**config.mk**
```make
export PLATFORM = sky130hd
export DESIGN_NAME = trig_pattern_streamer
export DESIGN_NICKNAME = d
export VERILOG_FILES = /design/src/rtl/strm_pkg.sv /design/src/rtl/trig_edge_detect.sv /design/src/rtl/byte_lane.sv /design/src/rtl/trig_pattern_streamer.sv
export SDC_FILE = /design/constraint.sdc
export NUM_CORES = 1
export LEC_CHECK = 0
export BUFFER_PORTS_ARGS = -buffer_cell sky130_fd_sc_hd__buf_2
export CAP_MARGIN = 15
export CORE_MARGIN = 1.5
export CORE_UTILIZATION = 45
export CTS_BUF_LIST = sky130_fd_sc_hd__clkbuf_16
export DETAILED_ROUTE_END_ITERATION = 8
export GPL_ROUTABILITY_DRIVEN = 0
export PLACE_DENSITY = 0.72
export RECOVER_POWER = 100
export SYNTH_ARGS = -nofsm -noshare
export SYNTH_HDL_FRONTEND = slang
export SYNTH_SLANG_ARGS = --single-unit
```
**constraint.sdc**
```tcl
create_clock -name clk -period 1.7 [get_ports clk]
set_input_delay 0.17 -clock clk [delete_from_list [all_inputs] [get_ports clk]]
set_output_delay 0.17 -clock clk [all_outputs]
set_load 0.05 [all_outputs]
```
**src/rtl/strm_pkg.sv**
```systemverilog
package strm_pkg;
  typedef enum logic [1:0] {LN_PRE_LO, LN_PRE_HI, LN_WAIT, LN_RUN} lane_st_t;
  typedef enum logic [1:0] {TD_SEEK_LO, TD_SEEK_HI, TD_SPENT} det_st_t;
endpackage

```
**src/rtl/trig_edge_detect.sv**
```systemverilog
module trig_edge_detect
  import strm_pkg::*;
(
  input  logic clk,
  input  logic rst_n,
  input  logic arm_i,
  input  logic enable_i,
  input  logic trig_i,
  output logic start_o
);
  det_st_t st;

  always_ff @(posedge clk) begin
    if (!rst_n || arm_i) begin
      st      <= TD_SEEK_LO;
      start_o <= 1'b0;
    end else begin
      start_o <= 1'b0;
      case (st)
        TD_SEEK_LO: if (enable_i && !trig_i) st <= TD_SEEK_HI;
        TD_SEEK_HI: if (trig_i) begin
          st      <= TD_SPENT;
          start_o <= 1'b1;
        end
        default: st <= TD_SPENT;
      endcase
    end
  end

  // the start pulse lasts a single cycle
  a_r4_single_pulse: assert property (@(posedge clk) disable iff (!rst_n)
    start_o |=> !start_o);
  // a start follows a cycle with the trigger high
  a_r3_high_before_start: assert property (@(posedge clk) disable iff (!rst_n)
    start_o |-> $past(trig_i));
  // once spent, no further start until re-arm
  a_r11_spent_silent: assert property (@(posedge clk) disable iff (!rst_n)
    (st == TD_SPENT && !arm_i) |=> !start_o);
endmodule

```
**src/rtl/byte_lane.sv**
```systemverilog
module byte_lane
  import strm_pkg::*;
#(
  parameter int WORD_W  = 32,
  parameter int BYTE_W  = 8,
  parameter int CYC     = 4,
  parameter bit HAS_CLK = 1'b1
) (
  input  logic              clk,
  input  logic              rst_n,
  input  logic              arm_i,
  input  logic              start_i,
  input  logic [WORD_W-1:0] word_i,
  input  logic              valid_i,
  output logic              ready_o,
  input  logic              uf_clr_i,
  output logic              uf_o,
  output logic [BYTE_W-1:0] data_o,
  output logic              sclk_o,
  output logic              waiting_o
);
  localparam int NB   = WORD_W / BYTE_W;
  localparam int BIW  = (NB > 1) ? $clog2(NB) : 1;
  localparam int PHW  = (CYC > 1) ? $clog2(CYC) : 1;
  localparam int HALF = CYC / 2;
  localparam lane_st_t INIT = HAS_CLK ? LN_PRE_LO : LN_WAIT;

  lane_st_t          st;
  logic              stall;
  logic [PHW-1:0]    ph;
  logic [BIW-1:0]    bi;
  logic [WORD_W-1:0] word_q;
  logic              last_cyc;
  logic              need;

  assign last_cyc = (ph == PHW'(CYC - 1)) && (bi == BIW'(NB - 1));
  assign need     = !arm_i && ((st == LN_WAIT && start_i) ||
                               (st == LN_RUN && (stall || last_cyc)));
  assign ready_o  = need;

  always_ff @(posedge clk) begin
    if (!rst_n || arm_i) begin
      st     <= INIT;
      stall  <= 1'b0;
      ph     <= '0;
      bi     <= '0;
      word_q <= '0;
    end else if (need) begin
      st <= LN_RUN;
      if (valid_i) begin
        word_q <= word_i;
        ph     <= '0;
        bi     <= '0;
        stall  <= 1'b0;
      end else begin
        stall  <= 1'b1;
      end
    end else begin
      case (st)
        LN_PRE_LO: st <= LN_PRE_HI;
        LN_PRE_HI: st <= LN_WAIT;
        LN_RUN: if (!stall) begin
          if (ph == PHW'(CYC - 1)) begin
            ph <= '0;
            bi <= bi + 1'b1;
          end else begin
            ph <= ph + 1'b1;
          end
        end
        default: st <= st;
      endcase
    end
  end

  always_ff @(posedge clk) begin
    if (!rst_n)                uf_o <= 1'b0;
    else if (need && !valid_i) uf_o <= 1'b1;
    else if (uf_clr_i)         uf_o <= 1'b0;
  end

  assign data_o    = word_q[32'(bi) * BYTE_W +: BYTE_W];
  assign waiting_o = (st == LN_WAIT);

  generate
    if (HAS_CLK) begin : g_clk
      assign sclk_o = (st == LN_PRE_HI) ||
                      (st == LN_RUN && !stall && 32'(ph) >= HALF);
    end else begin : g_noclk
      assign sclk_o = 1'b0;
    end
  endgenerate

  // data never moves while the sample clock is high
  a_r7_data_steady_high: assert property (@(posedge clk) disable iff (!rst_n)
    !$stable(data_o) |-> !sclk_o);
  // a stalled lane holds its byte
  a_r10_stall_hold: assert property (@(posedge clk) disable iff (!rst_n)
    (stall && $past(stall)) |-> $stable(data_o));
  // starvation raises the flag
  a_r10_flag_set: assert property (@(posedge clk) disable iff (!rst_n)
    (ready_o && !valid_i) |=> uf_o);
  // an accepted word shows its low byte next cycle
  a_r9_accept_low_byte: assert property (@(posedge clk) disable iff (!rst_n)
    (ready_o && valid_i) |=> (data_o == $past(word_i[BYTE_W-1:0])));
endmodule

```
**src/rtl/trig_pattern_streamer.sv**
```systemverilog
module trig_pattern_streamer
  import strm_pkg::*;
#(
  parameter int WORD_W = 32,
  parameter int BYTE_W = 8,
  parameter int CYC    = 4
) (
  input  logic              clk,
  input  logic              rst_n,
  input  logic              arm,
  input  logic              trig_in,
  input  logic              uf_clr,
  input  logic [WORD_W-1:0] dac_word,
  input  logic              dac_valid,
  output logic              dac_ready,
  input  logic [WORD_W-1:0] ctl_word,
  input  logic              ctl_valid,
  output logic              ctl_ready,
  output logic [BYTE_W-1:0] dac_data,
  output logic              dac_clk,
  output logic [BYTE_W-1:0] ctl_data,
  output logic              trig_dbg,
  output logic [1:0]        underflow
);
  logic start;
  logic dac_wait, ctl_wait;
  logic ctl_sclk_unused;

  trig_edge_detect u_det (
    .clk      (clk),
    .rst_n    (rst_n),
    .arm_i    (arm),
    .enable_i (dac_wait && ctl_wait),
    .trig_i   (trig_in),
    .start_o  (start)
  );

  byte_lane #(.WORD_W(WORD_W), .BYTE_W(BYTE_W), .CYC(CYC), .HAS_CLK(1'b1)) u_dac (
    .clk(clk), .rst_n(rst_n), .arm_i(arm), .start_i(start),
    .word_i(dac_word), .valid_i(dac_valid), .ready_o(dac_ready),
    .uf_clr_i(uf_clr), .uf_o(underflow[0]),
    .data_o(dac_data), .sclk_o(dac_clk), .waiting_o(dac_wait)
  );

  byte_lane #(.WORD_W(WORD_W), .BYTE_W(BYTE_W), .CYC(CYC), .HAS_CLK(1'b0)) u_ctl (
    .clk(clk), .rst_n(rst_n), .arm_i(arm), .start_i(start),
    .word_i(ctl_word), .valid_i(ctl_valid), .ready_o(ctl_ready),
    .uf_clr_i(uf_clr), .uf_o(underflow[1]),
    .data_o(ctl_data), .sclk_o(ctl_sclk_unused), .waiting_o(ctl_wait)
  );

  assign trig_dbg = start;

  // both lanes ask for their first word in the release cycle
  a_r5_joint_release: assert property (@(posedge clk) disable iff (!rst_n)
    (start && !arm) |-> (dac_ready && ctl_ready));
endmodule

```
# Word-level counts from Yosys, hierarchy flattened
# Cells that the tools add are included.
dict set report word_totals {
  register_bits 83
  input_bits 71
  output_inout_bits 22
  elab_cells 118
}
dict set report classes {
  n_addsub 4
  order_cmp 1
  eq_ne 17
  shifts 2
  mux 31
  n_bitwise 1
  reduce_logical 47
}
# operator count
set op_table {}
lappend op_table {{$shiftx 32x6->8} 2}
lappend op_table {{$mux 2} 21}
lappend op_table {{$eq 2x2->1 const B} 8}
lappend op_table {{$logic_and 1x1->1} 14}
lappend op_table {{$reduce_bool 2->1} 7}
lappend op_table {{$pmux 2 s2} 3}
lappend op_table {{$ne 2x2->1 const B} 5}
lappend op_table {{$add 2x1->2 const B} 4}
lappend op_table {{$reduce_and 4->1} 2}
lappend op_table {{$mux 1} 7}
lappend op_table {{$eq 2x1->1 const B} 3}
lappend op_table {{$logic_not 1->1} 6}
lappend op_table {{$logic_not 2->1} 3}
lappend op_table {{$logic_or 1x1->1} 6}
lappend op_table {{$reduce_and 2->1} 3}
lappend op_table {{$reduce_and 3->1} 2}
lappend op_table {{$reduce_bool 3->1} 2}
lappend op_table {{$reduce_or 2->1} 2}
lappend op_table {{$ge 2x2->1 const B} 1}
lappend op_table {{$ne 2x1->1 const B} 1}
lappend op_table {{$not 1->1} 1}

# Logic depth before layout (Yosys ltp)
# Gate-level depths: netlist of the first run.
dict set report depth {
  word_depth 8
  depth_mapped 7
  mapped_depth_nobuf 5
}

# Modules after synthesis
# A second synthesis of the first run with hierarchy kept.
dict set report unflattened {
  cells_unflattened 420
  area_unflattened_um2 3749.8
}
# mod instances cells_each area_per_inst_um2 seq_area_each_um2
set by_module_without_submodules {}
lappend by_module_without_submodules {{byte_lane at u_dac} 1 208 1851.8 800.8}
lappend by_module_without_submodules {{byte_lane at u_ctl} 1 201 1789.2 800.8}
lappend by_module_without_submodules {trig_edge_detect 1 10 102.6 60.1}
lappend by_module_without_submodules {trig_pattern_streamer 1 1 6.3 0.0}

# Least setup slack after synthesis of the first run
# Ideal clock, no wire load.
dict set report synth_timing {
  path_kind {reg-to-reg}
  startpoint {register u_det.start_o}
  endpoint {register u_ctl.uf_o}
  setup_ns 0.068
  arrival_time_ns 2.435
  t_required_ns 1.632
  setup_slack_ns -0.802
  stages_incl_launch_ff 5
  path_buffers 0
  synth_period_minus_slack_ns 2.502
  path_cell_list {dfxtp_1 nor2_1 a211oi_1 a21oi_1 nor2b_1}
}
dict set report synth_between {
  elab_chain_cells 5
  elab_cells_between_ends 6
  cone_classes {mux: 1; reduce/logical: 5}
}
# element line
set synth_lines {}
lappend synth_lines {{from (decl)} trig_edge_detect.sv:9} ;# output logic start_o
lappend synth_lines {{from (signal assigned)} trig_edge_detect.sv:16} ;# start_o <= 1'b0;
lappend synth_lines {{from (signal assigned)} trig_edge_detect.sv:18} ;# start_o <= 1'b0;
lappend synth_lines {{from (signal assigned)} trig_edge_detect.sv:23} ;# start_o <= 1'b1;
lappend synth_lines {{$logic_and 1x1->1 (*)} byte_lane.sv:37} ;# assign need = !arm_i && ((st == LN_WAIT && start_i) ||
lappend synth_lines {{$logic_or 1x1->1 (*)} byte_lane.sv:37}
lappend synth_lines {{$logic_and 1x1->1 (*)} byte_lane.sv:37}
lappend synth_lines {{via ctl_ready} trig_pattern_streamer.sv:18} ;# output logic ctl_ready,
lappend synth_lines {{$logic_and 1x1->1 (*)} byte_lane.sv:77} ;# else if (need && !valid_i) uf_o <= 1'b1;
lappend synth_lines {{$mux 1 or $reduce_bool 2->1 (tied branches)} n/a}
lappend synth_lines {{to (signal assigned)} byte_lane.sv:76} ;# if (!rst_n) uf_o <= 1'b0;
lappend synth_lines {{to (signal assigned)} byte_lane.sv:77}
lappend synth_lines {{to (signal assigned)} byte_lane.sv:78} ;# else if (uf_clr_i) uf_o <= 1'b0;
lappend synth_lines {{to (decl)} byte_lane.sv:17} ;# output logic uf_o,
# Mark *: on every way through the listed nets, which the timed path passes. The rest lies on a longest branch.
# A chain may end at the register's enable or synchronous reset.

# Worst setup path in the final report of the first run
dict set report layout_timing {
  startpoint {register u_ctl.bi[0]}
  endpoint {output port ctl_data[2]}
}
dict set report layout_between {
  elab_chain_cells 1
}
# element line
set layout_lines {}
lappend layout_lines {{from (decl)} byte_lane.sv:31} ;# logic [BIW-1:0] bi;
lappend layout_lines {{from (signal assigned)} byte_lane.sv:65} ;# bi <= bi + 1'b1;
lappend layout_lines {{$shiftx 32x6->8} byte_lane.sv:81} ;# assign data_o = word_q[32'(bi) * BYTE_W +: BYTE_W];
lappend layout_lines {{to (decl)} trig_pattern_streamer.sv:21} ;# output logic [BYTE_W-1:0] ctl_data,
# No other way between the ends.

==> summary.md, run 1 <==
The run finished, with violations left. The checks that failed: negative setup slack. The number of max-slew violations in the final report was 0.

The mean instance size in the synthesized netlist was 8.801 µm². Across the VDD grid, the largest voltage drop is 0.5076 mV. The run gives 83 as the number of sinks handled by clock tree synthesis. The endpoint identified for the worst register-to-register timing path is u_ctl.ph[0]$_SDFFE_PP0P_. The number of antenna violations at the first check in global routing is 0. The tools report the worst clock skew on the final layout as 0.005808 ns.

The logs give 3,160 for the via count and 95 for the DRC marker count from the first detailed-route iteration. The die covers 0.008605 mm². Across the run, the number of max-cap violations was 0. The data required time at the worst endpoint came out at 1.53 ns.

Global routing used 19.72% of the available tracks. At the worst endpoint, the arrival time is 1.54 ns. The largest driver fanout on the critical path came out at 5. The portion of the post-synthesis area used by sequential elements was 45.82%. In the layout the commonest cells are sky130_fd_sc_hd__nand2_1 (136), sky130_fd_sc_hd__dfxtp_1 (76), sky130_fd_sc_hd__buf_2 (69). The effective utilization at floorplan was 46.68%; the sum of overflow across all layers after global routing was 0. The worst hold path begins at trig_in.

Row generation in the floorplan step produced 32 rows. The tree is rooted in a sky130_fd_sc_hd__clkbuf_16. Warning count from the yosys run: 0.

The H-tree was split into 3 levels. Setup repair after global routing could not meet its margin everywhere. Simple-gate share of the synthesized area: 21.67%. The mean routed wirelength per cell works out to 13.52 µm.

TritonCTS built the clock tree. The x dimension of the die works out to 92.77 µm. After layout, the design draws a total of 4.065 mW. The final non-filler cell total was 616. The setup path with the least slack is of type flop to output port.

The cell leakage power was 1.729 nW. The final count of negative-setup-slack endpoints is 1. The logs give 0.003626 mm² for the post-synthesis instance area and 0 for the antenna cell count.

The first detailed-routing pass took 4 iterations. The post-synthesis mux area share was 10.52%; the post-placement cell area was 0.004199 mm². The netlist uses 46 different library cells. The power per unit of standard cell area works out to 852.3 mW/mm². The kind of cell with the highest combined delay along the critical path is multiplexers.

Of the cells placed in the final design, the portion with a size suffix greater than 1 is 32.10%. For the number of nets in the layout, the log shows 585. The placeable core region is 0.007767 mm², and the clock buffer count from CTS is 9. For hold timing, the worst endpoint is u_det.st[0]$_SDFFE_PP0P_.

Together, buffers and inverters on the worst path number 2. The number of placed instances, taps included, is 590. The tools report the number of global-route vias before repair as 3,013.

The number of storage elements in the synthesis netlist came out at 83. Post-cts hold buffer count: 0. Cell with the largest stage delay on the worst path: sky130_fd_sc_hd__mux4_2.

The first global-routing pass estimated 13,530 µm of wire. In the routed design, unresolved DRC markers number 0. Yosys mapped a number of flops with a built-in enable equal to 0.

Measured along the y axis, the die boundary spans 92.77 µm. Clock-pin slew was measured on the worst setup and hold paths at 0.06 ns. In this run the tightest slew margin relative to its limit is 49.67%. The post-synthesis xor/xnor area fraction was 0%; the cell depth of the worst min-delay path was 2. The startpoint identified for the worst register-to-register timing path is u_ctl.bi[0]$_SDFFE_PP0P_.

The main combinational cell family by area after synthesis was simple AND/OR/NAND/NOR gates. At the pin with the least slew margin, the transition time is 0.7550 ns. STA classifies the critical path endpoint as an output port. The gate count after technology mapping was 412; the largest net degree at the start of global routing was 38. The tools report the final design area excluding fillers as 0.004770 mm². Based on the critical path, the design can be clocked at up to 0.5859 GHz. In this run the worst hold path is classified as input pin to flop. The type of origin of the critical path was a flop. The share of the synthesized area in compound gates (AO/OA/AOI/OAI) came out at 14.73%. The library cell used most frequently in the layout, excluding fill and tap cells, is sky130_fd_sc_hd__nand2_1. The detail route stage leaves a number of antenna-violating nets equal to 0. For the final hold violation count, the log shows 0.

The post-detailed-route via-to-cell ratio is 5.130. The stage delay of the slowest cell on the critical path is 0.53 ns, and the final worst-path cycle share is 100.4%. For the worst flop-to-flop path, the logic depth is 6.

Setup slack of the critical path after layout: -0.006915 ns. Relative to the synthesized area, the layout overhead comes to 31.54%. The setup check on the worst reg-to-reg path leaves a slack of 0.12 ns. Maximum clock insertion buffer count: 2.

Summing the areas of all fa, ha and maj instances in the mapped netlist gives 1.725% of the synthesized area. Traced cell by cell, the critical path runs through buf_8, mux4_2, buf_6. The later pin in the worst-skew pair is clocked with a latency of 0.33 ns. The number of nets produced by synthesis was 488; the total wire length after detailed routing was 8331 µm.

Among all flip-flop cells after synthesis, the most frequent one is sky130_fd_sc_hd__dfxtp_1. The worst path in the final design needs a cycle of 1.707 ns, including I/O delays and setup. After legalization and detailed placement, the total HPWL measured 5547 µm. The boundary pin count is 93. Input and output buffers added on the ports amount to 92. Counting flops with an async set or reset pin after synthesis yields a share of 0%.
-- how the worst max path moves through the flow --
stage | slack (ns) | start | cells after the start | to
floorplan | 0.01 | u_dac.ph[1]$_SDFFE_PP0P_ | 5 | u_dac.bi[1]$_SDFFE_PP0P_
global placement | 0.13 | u_ctl.bi[0]$_SDFFE_PP0P_ | 6 | u_ctl.ph[0]$_SDFFE_PP0P_
detailed placement | 0.06 | u_ctl.ph[0]$_SDFFE_PP0P_ | 6 | u_ctl.ph[0]$_SDFFE_PP0P_
CTS | -0.007 | u_ctl.bi[0]$_SDFFE_PP0P_ | 3 | ctl_data[2]
global route | -0.04 | u_dac.bi[0]$_SDFFE_PP0P_ | 3 | dac_data[1]
finish | -0.007 | u_ctl.bi[0]$_SDFFE_PP0P_ | 3 | ctl_data[2]
-- synthesized netlist by cell type, types with 2 or more instances --
| library cell | number | area share (%) |
|---|---|---|
| sky130_fd_sc_hd__nand2_1 | 137 | 14 |
| sky130_fd_sc_hd__nor3_1 | 2 | 0.28 |
| sky130_fd_sc_hd__nor2_1 | 11 | 1.1 |
| sky130_fd_sc_hd__a21oi_1 | 69 | 9.5 |
| sky130_fd_sc_hd__nand4_1 | 4 | 0.69 |
| sky130_fd_sc_hd__and2_1 | 2 | 0.35 |
| sky130_fd_sc_hd__buf_4 | 7 | 1.4 |
| sky130_fd_sc_hd__or3_1 | 4 | 0.69 |
| sky130_fd_sc_hd__nand2b_1 | 4 | 0.69 |
| sky130_fd_sc_hd__buf_2 | 7 | 0.97 |
| sky130_fd_sc_hd__buf_6 | 5 | 1.6 |
| sky130_fd_sc_hd__dfxtp_1 | 83 | 46 |
| sky130_fd_sc_hd__nand3b_1 | 3 | 0.62 |
| sky130_fd_sc_hd__ha_1 | 5 | 1.7 |
| sky130_fd_sc_hd__inv_1 | 5 | 0.52 |
| sky130_fd_sc_hd__mux4_2 | 16 | 9.9 |
| sky130_fd_sc_hd__nor2b_1 | 5 | 0.86 |
| sky130_fd_sc_hd__o21ai_0 | 2 | 0.28 |
| sky130_fd_sc_hd__o21ai_1 | 5 | 0.69 |
| sky130_fd_sc_hd__clkbuf_1 | 9 | 0.93 |
| sky130_fd_sc_hd__a31oi_1 | 2 | 0.35 |
-- layer usage --
| metal | GRT usage [%] | share of wire [%] | routed length [µm] | vias up |
|---|---|---|---|---|
| li1 | - | - | - | 1596 |
| met1 | 25.61 | 44 | 3706 | 1471 |
| met2 | 32.73 | 49 | 4106 | 86 |
| met3 | 3.284 | 5.0 | 417 | 7 |
| met4 | 7.576 | 1.2 | 101 | 0 |
| met5 | 0 | 0 | 0 | - |
-- cells by family after synthesis --
| logic type | after synthesis |
|---|---|
| multiplexers | 18 |
| flip-flops | 83 |
| AND/OR/NAND/NOR | 182 |
| buffers and inverters | 34 |
| adder cells (fa/ha/maj) | 5 |
| AO/OA/AOI/OAI | 90 |
-- state kept, by name (all words and copies together), names as in the netlist --
signal         flops
u_ctl.word_q      32
u_dac.word_q      32
u_ctl.bi           2
u_ctl.ph           2
u_ctl.st           2
u_dac.bi           2
u_dac.ph           2
u_dac.st           2
u_det.st           2
u_ctl.stall        1
u_ctl.uf_o         1
u_dac.stall        1
u_dac.uf_o         1
u_det.start_o      1
-- through the flow --
| stage | hold WS, ns | utilization, % | setup TNS, ns | setup WS [ns] |
|---|---|---|---|---|
| 3_5_place_dp | 0.3708 | 54.06 | 0 | 0.05871 |
| 3_3_place_gp | 0.3685 | 54.06 | 0 | 0.1286 |
| 4_1_cts | 0.02415 | 60.20 | -0.01568 | -0.007035 |
| 6_report | 0.03472 | 61.40 | -0.006915 | -0.006915 |
| 2_1_floorplan | 0.2487 | - | 0 | 0.01218 |
| 5_1_grt | 0.03185 | 61.40 | -0.3671 | -0.04079 |
-- area by class of cell --
cell class	instances	area [µm²]
tap	102	127.6
clock buffer	9	225.2
sequential	83	1675
multi-input combinational	295	1818
inverter	5	18.77
clock inverter	7	76.32
timing repair buffer	115	828.3
fill	694	2998
-- report_power, final --
part	switching, mW	leakage, nW	total [mW]	internal, mW
Clock	0.798	0.142	1.95	1.15
Combinational	0.0914	0.913	0.171	0.0794
Sequential	0.00467	0.673	1.95	1.94
-- what timing repair did --
action | CTS | global route
gates cloned | 1 | 1
buffers inserted | 6 | 2
endpoints found under the setup margin | 18 | 62
pin swaps | 1 | 3
resized for setup | 41 | 21
hold endpoints to repair | 0 | 0
Power figures use the tool's default switching activity.
==> inputs of run 2 (changes only) <==
--- a/config.mk
+++ b/config.mk
@@ -8,11 +8,10 @@
 export BUFFER_PORTS_ARGS = -buffer_cell sky130_fd_sc_hd__buf_2
 export CAP_MARGIN = 15
 export CORE_MARGIN = 1.5
-export CORE_UTILIZATION = 45
+export CORE_UTILIZATION = 30
 export CTS_BUF_LIST = sky130_fd_sc_hd__clkbuf_16
 export DETAILED_ROUTE_END_ITERATION = 8
 export GPL_ROUTABILITY_DRIVEN = 0
-export PLACE_DENSITY = 0.72
 export RECOVER_POWER = 100
 export SYNTH_ARGS = -nofsm -noshare
 export SYNTH_HDL_FRONTEND = slang
==> run 2 against run 1 <==
- worst setup slack improved by 0.0032 ns
- combinational power about the same
- cell count rose by 6.5%
- non-clock buffer count down 1
- sequential share of layout area decreased by 0.51 points
- via count is 1.4% higher
- clock power rose by 22%
- largest cell class unchanged
- worst hold slack worse by 0.0032 ns
- die area up 48%
- register-to-register slack worse by 0.07 ns
- highest routed layer unchanged
- the flow still finishes with violations (negative setup slack)
- first-iteration DRC count rose by 100%
- clock-buffer cell count is the same
==> summary.md, run 2 (same netlist as run 1, synthesis figures left out) <==
The run finished, with violations left. Violated checks: negative setup slack (unchanged). The run gives 3,067 (was 3,013) as the number of global-route vias before repair.

The relative slew slack was 60.82% (was 49.67%); the final count of negative-setup-slack endpoints was 1 (unchanged). The path class of the lowest-slack min-delay path was input pin to flop (unchanged). The number of nets in the layout is 584 (was 585). The beginning of the worst hold path is trig_in (unchanged).

The die footprint is 0.01276 mm² (was 0.008605 mm²), and the largest driver fanout on the critical path is 5 (unchanged). The final design area excluding fillers was 0.004832 mm² (was 0.004770 mm²); the post-detailed-route via-to-cell ratio was 4.883 (was 5.130). The clock buffer count from CTS is 9 (unchanged). The cell depth of the worst min-delay path was 2 (unchanged).

The clock latency on the worst-skew pair was 0.33 ns (about the same); the worst-case vdd ir drop was 0.5553 mV (was 0.5076 mV). The x dimension of the die is 112.9 µm (was 92.77 µm), and the total number of placement rows is 39 (was 32). The clock-pin slew of the registers on the worst-case setup and hold paths came out at 0.06 ns (about the same).

The startpoint-to-endpoint class of the critical path was flop to output port (unchanged). The antenna cell count was 0 (unchanged). The depth of the most critical reg-to-reg path is 7 (was 6).

The number of maximum-capacitance constraint violations is 0 (unchanged), and the arrival time of data at the critical path endpoint is 1.53 ns (was 1.54 ns). The first-pass GRT wire length was 14,390 µm (was 13,530 µm); the data required time at the worst endpoint was 1.53 ns (about the same). The run gives 93 (unchanged) as the boundary pin count. The total power of the final layout is 4.491 mW (was 4.065 mW), and the top achievable clock speed is 0.5869 GHz (was 0.5859 GHz).

Post-placement cell area: 0.004255 mm² (was 0.004199 mm²). The number of antenna violations at the first check in global routing came out at 0 (unchanged). Startpoint of the most critical register-to-register path: u_ctl.ph[0]$_SDFFE_PP0P_ (was u_ctl.bi[0]$_SDFFE_PP0P_). The power per unit of standard cell area was 929.3 mW/mm² (was 852.3 mW/mm²); the final hold violation count was 0 (unchanged). The run gives 14.04% (was 19.72%) as the global-route usage over all layers. The tools report the detailed-route DRC error count as 0 (unchanged).

The chip height works out to 112.9 µm (was 92.77 µm). Fraction of layout cells with a size suffix above 1: 30.99% (was 32.10%). The type of origin of the critical path was a flop (unchanged). The logs give 8914 µm (was 8331 µm) for the total wire length after detailed routing and 0 (unchanged) for the number of max-slew violations in the final report.

The placeable core region was 0.01161 mm² (was 0.007767 mm²). The post-layout minimum cycle time came out at 1.704 ns (was 1.707 ns). The buffer type at the clock tree root is sky130_fd_sc_hd__clkbuf_16 (unchanged). The setup slack of the critical path after layout was -0.003725 ns (was -0.006915 ns). Highest-count cells in the layout ignoring fill and taps: sky130_fd_sc_hd__nand2_1 (136), sky130_fd_sc_hd__dfxtp_1 (76), sky130_fd_sc_hd__a21oi_1 (69), sky130_fd_sc_hd__buf_2 (69), sky130_fd_sc_hd__buf_6 (18) (was sky130_fd_sc_hd__nand2_1 (136), sky130_fd_sc_hd__dfxtp_1 (76), sky130_fd_sc_hd__buf_2 (69)).

The tools report the endpoint class of the critical path as an output port (unchanged). The maximum clock insertion buffer count was 2 (unchanged); the count of antenna-violating nets left after detailed routing was 0 (unchanged). Sum of overflow across all layers after global routing: 0 (unchanged). For the effective utilization at floorplan, the log shows 31.22% (was 46.68%). Area overhead of the layout relative to synthesis: 33.26% (was 31.54%). The count of buffers from port buffering is 92 (unchanged). Slew at the pin closest to its max-slew limit: 0.5902 ns (was 0.7550 ns).

The tools report the H-tree depth reported by CTS as 3 (unchanged). Registers with the highest flip-flop counts: u_ctl.word_q: 32 flops, u_dac.word_q: 32 flops (unchanged). Setup repair after global routing could not meet its margin everywhere. The via count was 3,203 (was 3,160). TritonCTS built the clock tree. The cell leakage power was 1.747 nW (was 1.729 nW); the DRC marker count from the first detailed-route iteration was 194 (was 95). The final worst-path cycle share was 100.2% (was 100.4%). Register-to-register path setup slack: 0.05 ns (was 0.12 ns).

The most common library cell in the layout ignoring fill and taps is sky130_fd_sc_hd__nand2_1 (unchanged). HPWL after detailed placement: 6100 µm (was 5547 µm). The post-cts hold buffer count is 0 (unchanged), and the length of the first detailed-routing pass in iterations is 4 (unchanged). For the largest net degree at the start of global routing, the log shows 37 (was 38). Capture endpoint of the worst hold path: u_det.st[0]$_SDFFE_PP0P_ (unchanged). The number of sinks handled by clock tree synthesis was 83 (unchanged). The logs give 0.005368 ns (was 0.005808 ns) for the worst clock skew on the final layout and 630 (was 590) for the placed cell count. The end of the worst register-to-register path was u_ctl.word_q[14]$_SDFFE_PP0P_ (was u_ctl.ph[0]$_SDFFE_PP0P_). The mean routed wirelength per cell was 13.59 µm (was 13.52 µm). Final sum of negative setup slack: -0.003725 ns (was -0.006915 ns). For the post-route core utilization, the log shows 41.61% (was 61.40%). The final non-filler cell total came out at 656 (was 616).
==> run 2: cell types whose count changed in the layout (fill, tap and decap cells not counted), sizes merged <==
cell and delta:
clkbuf +1, inv -1, bufinv +3, clkinvlp -2
buf -2
==> run 2: layer usage <==
layer,global-route usage (%),wire (µm),vias up
met5,0,0,-
met4,4.167,94,0
met3,4.124,597,11
met2,22.64,4222,114
met1,18.32,3999,1484
li1,-,-,1594
==> run 2: how the worst max path moves through the flow <==
stage,slack (ns),from,endpoint
3_3_place_gp,0.12,u_ctl.ph[0]$_SDFFE_PP0P_,u_ctl.ph[0]$_SDFFE_PP0P_
4_1_cts,-0.04,u_ctl.bi[0]$_SDFFE_PP0P_,ctl_data[1]
3_5_place_dp,0.06,u_ctl.ph[0]$_SDFFE_PP0P_,u_ctl.ph[0]$_SDFFE_PP0P_
2_1_floorplan,0.01,u_dac.ph[1]$_SDFFE_PP0P_,u_dac.bi[1]$_SDFFE_PP0P_
6_report,-0.004,u_ctl.bi[0]$_SDFFE_PP0P_,ctl_data[1]
5_1_grt,-0.05,u_ctl.bi[0]$_SDFFE_PP0P_,ctl_data[4]
==> run 2: worst max-delay path, cell delays in order (launching register included) <==
cell	delay, ns
sky130_fd_sc_hd__dfxtp_4	0.37
sky130_fd_sc_hd__buf_8	0.13
sky130_fd_sc_hd__mux4_2	0.53
sky130_fd_sc_hd__buf_6	0.17
==> run 2: metrics by stage <==
step | hold slack, ns | setup slack (ns)
2_1_floorplan | 0.2487 | 0.01218
3_3_place_gp | 0.3716 | 0.1163
3_5_place_dp | 0.3829 | 0.06343
4_1_cts | 0.02529 | -0.03542
5_1_grt | 0.03719 | -0.05384
6_report | 0.03149 | -0.003725
==> run 2: repair_timing <==
action                     in CTS  in global routing
setup endpoints to repair      18                 53
pin swaps                       2                  2
gates resized for setup        47                  6
buffers inserted                7                  1
gates cloned                    1                  1
==> run 2: cell type report <==
type,instances,area [µm²]
Fill cell,1152,6782
Multi-Input combinational cell,295,1784
Sequential cell,83,1673
Timing Repair Buffer,114,810.8
Clock buffer,9,225.2
Tap cell,143,178.9
Clock inverter,7,141.4
Inverter,5,18.77
==> run 2: power breakdown <==
part           switching [mW]  internal [mW]
logic                  0.0916         0.0775
registers             0.00506           1.95
clock network           0.787           1.58
total                   0.884           3.61
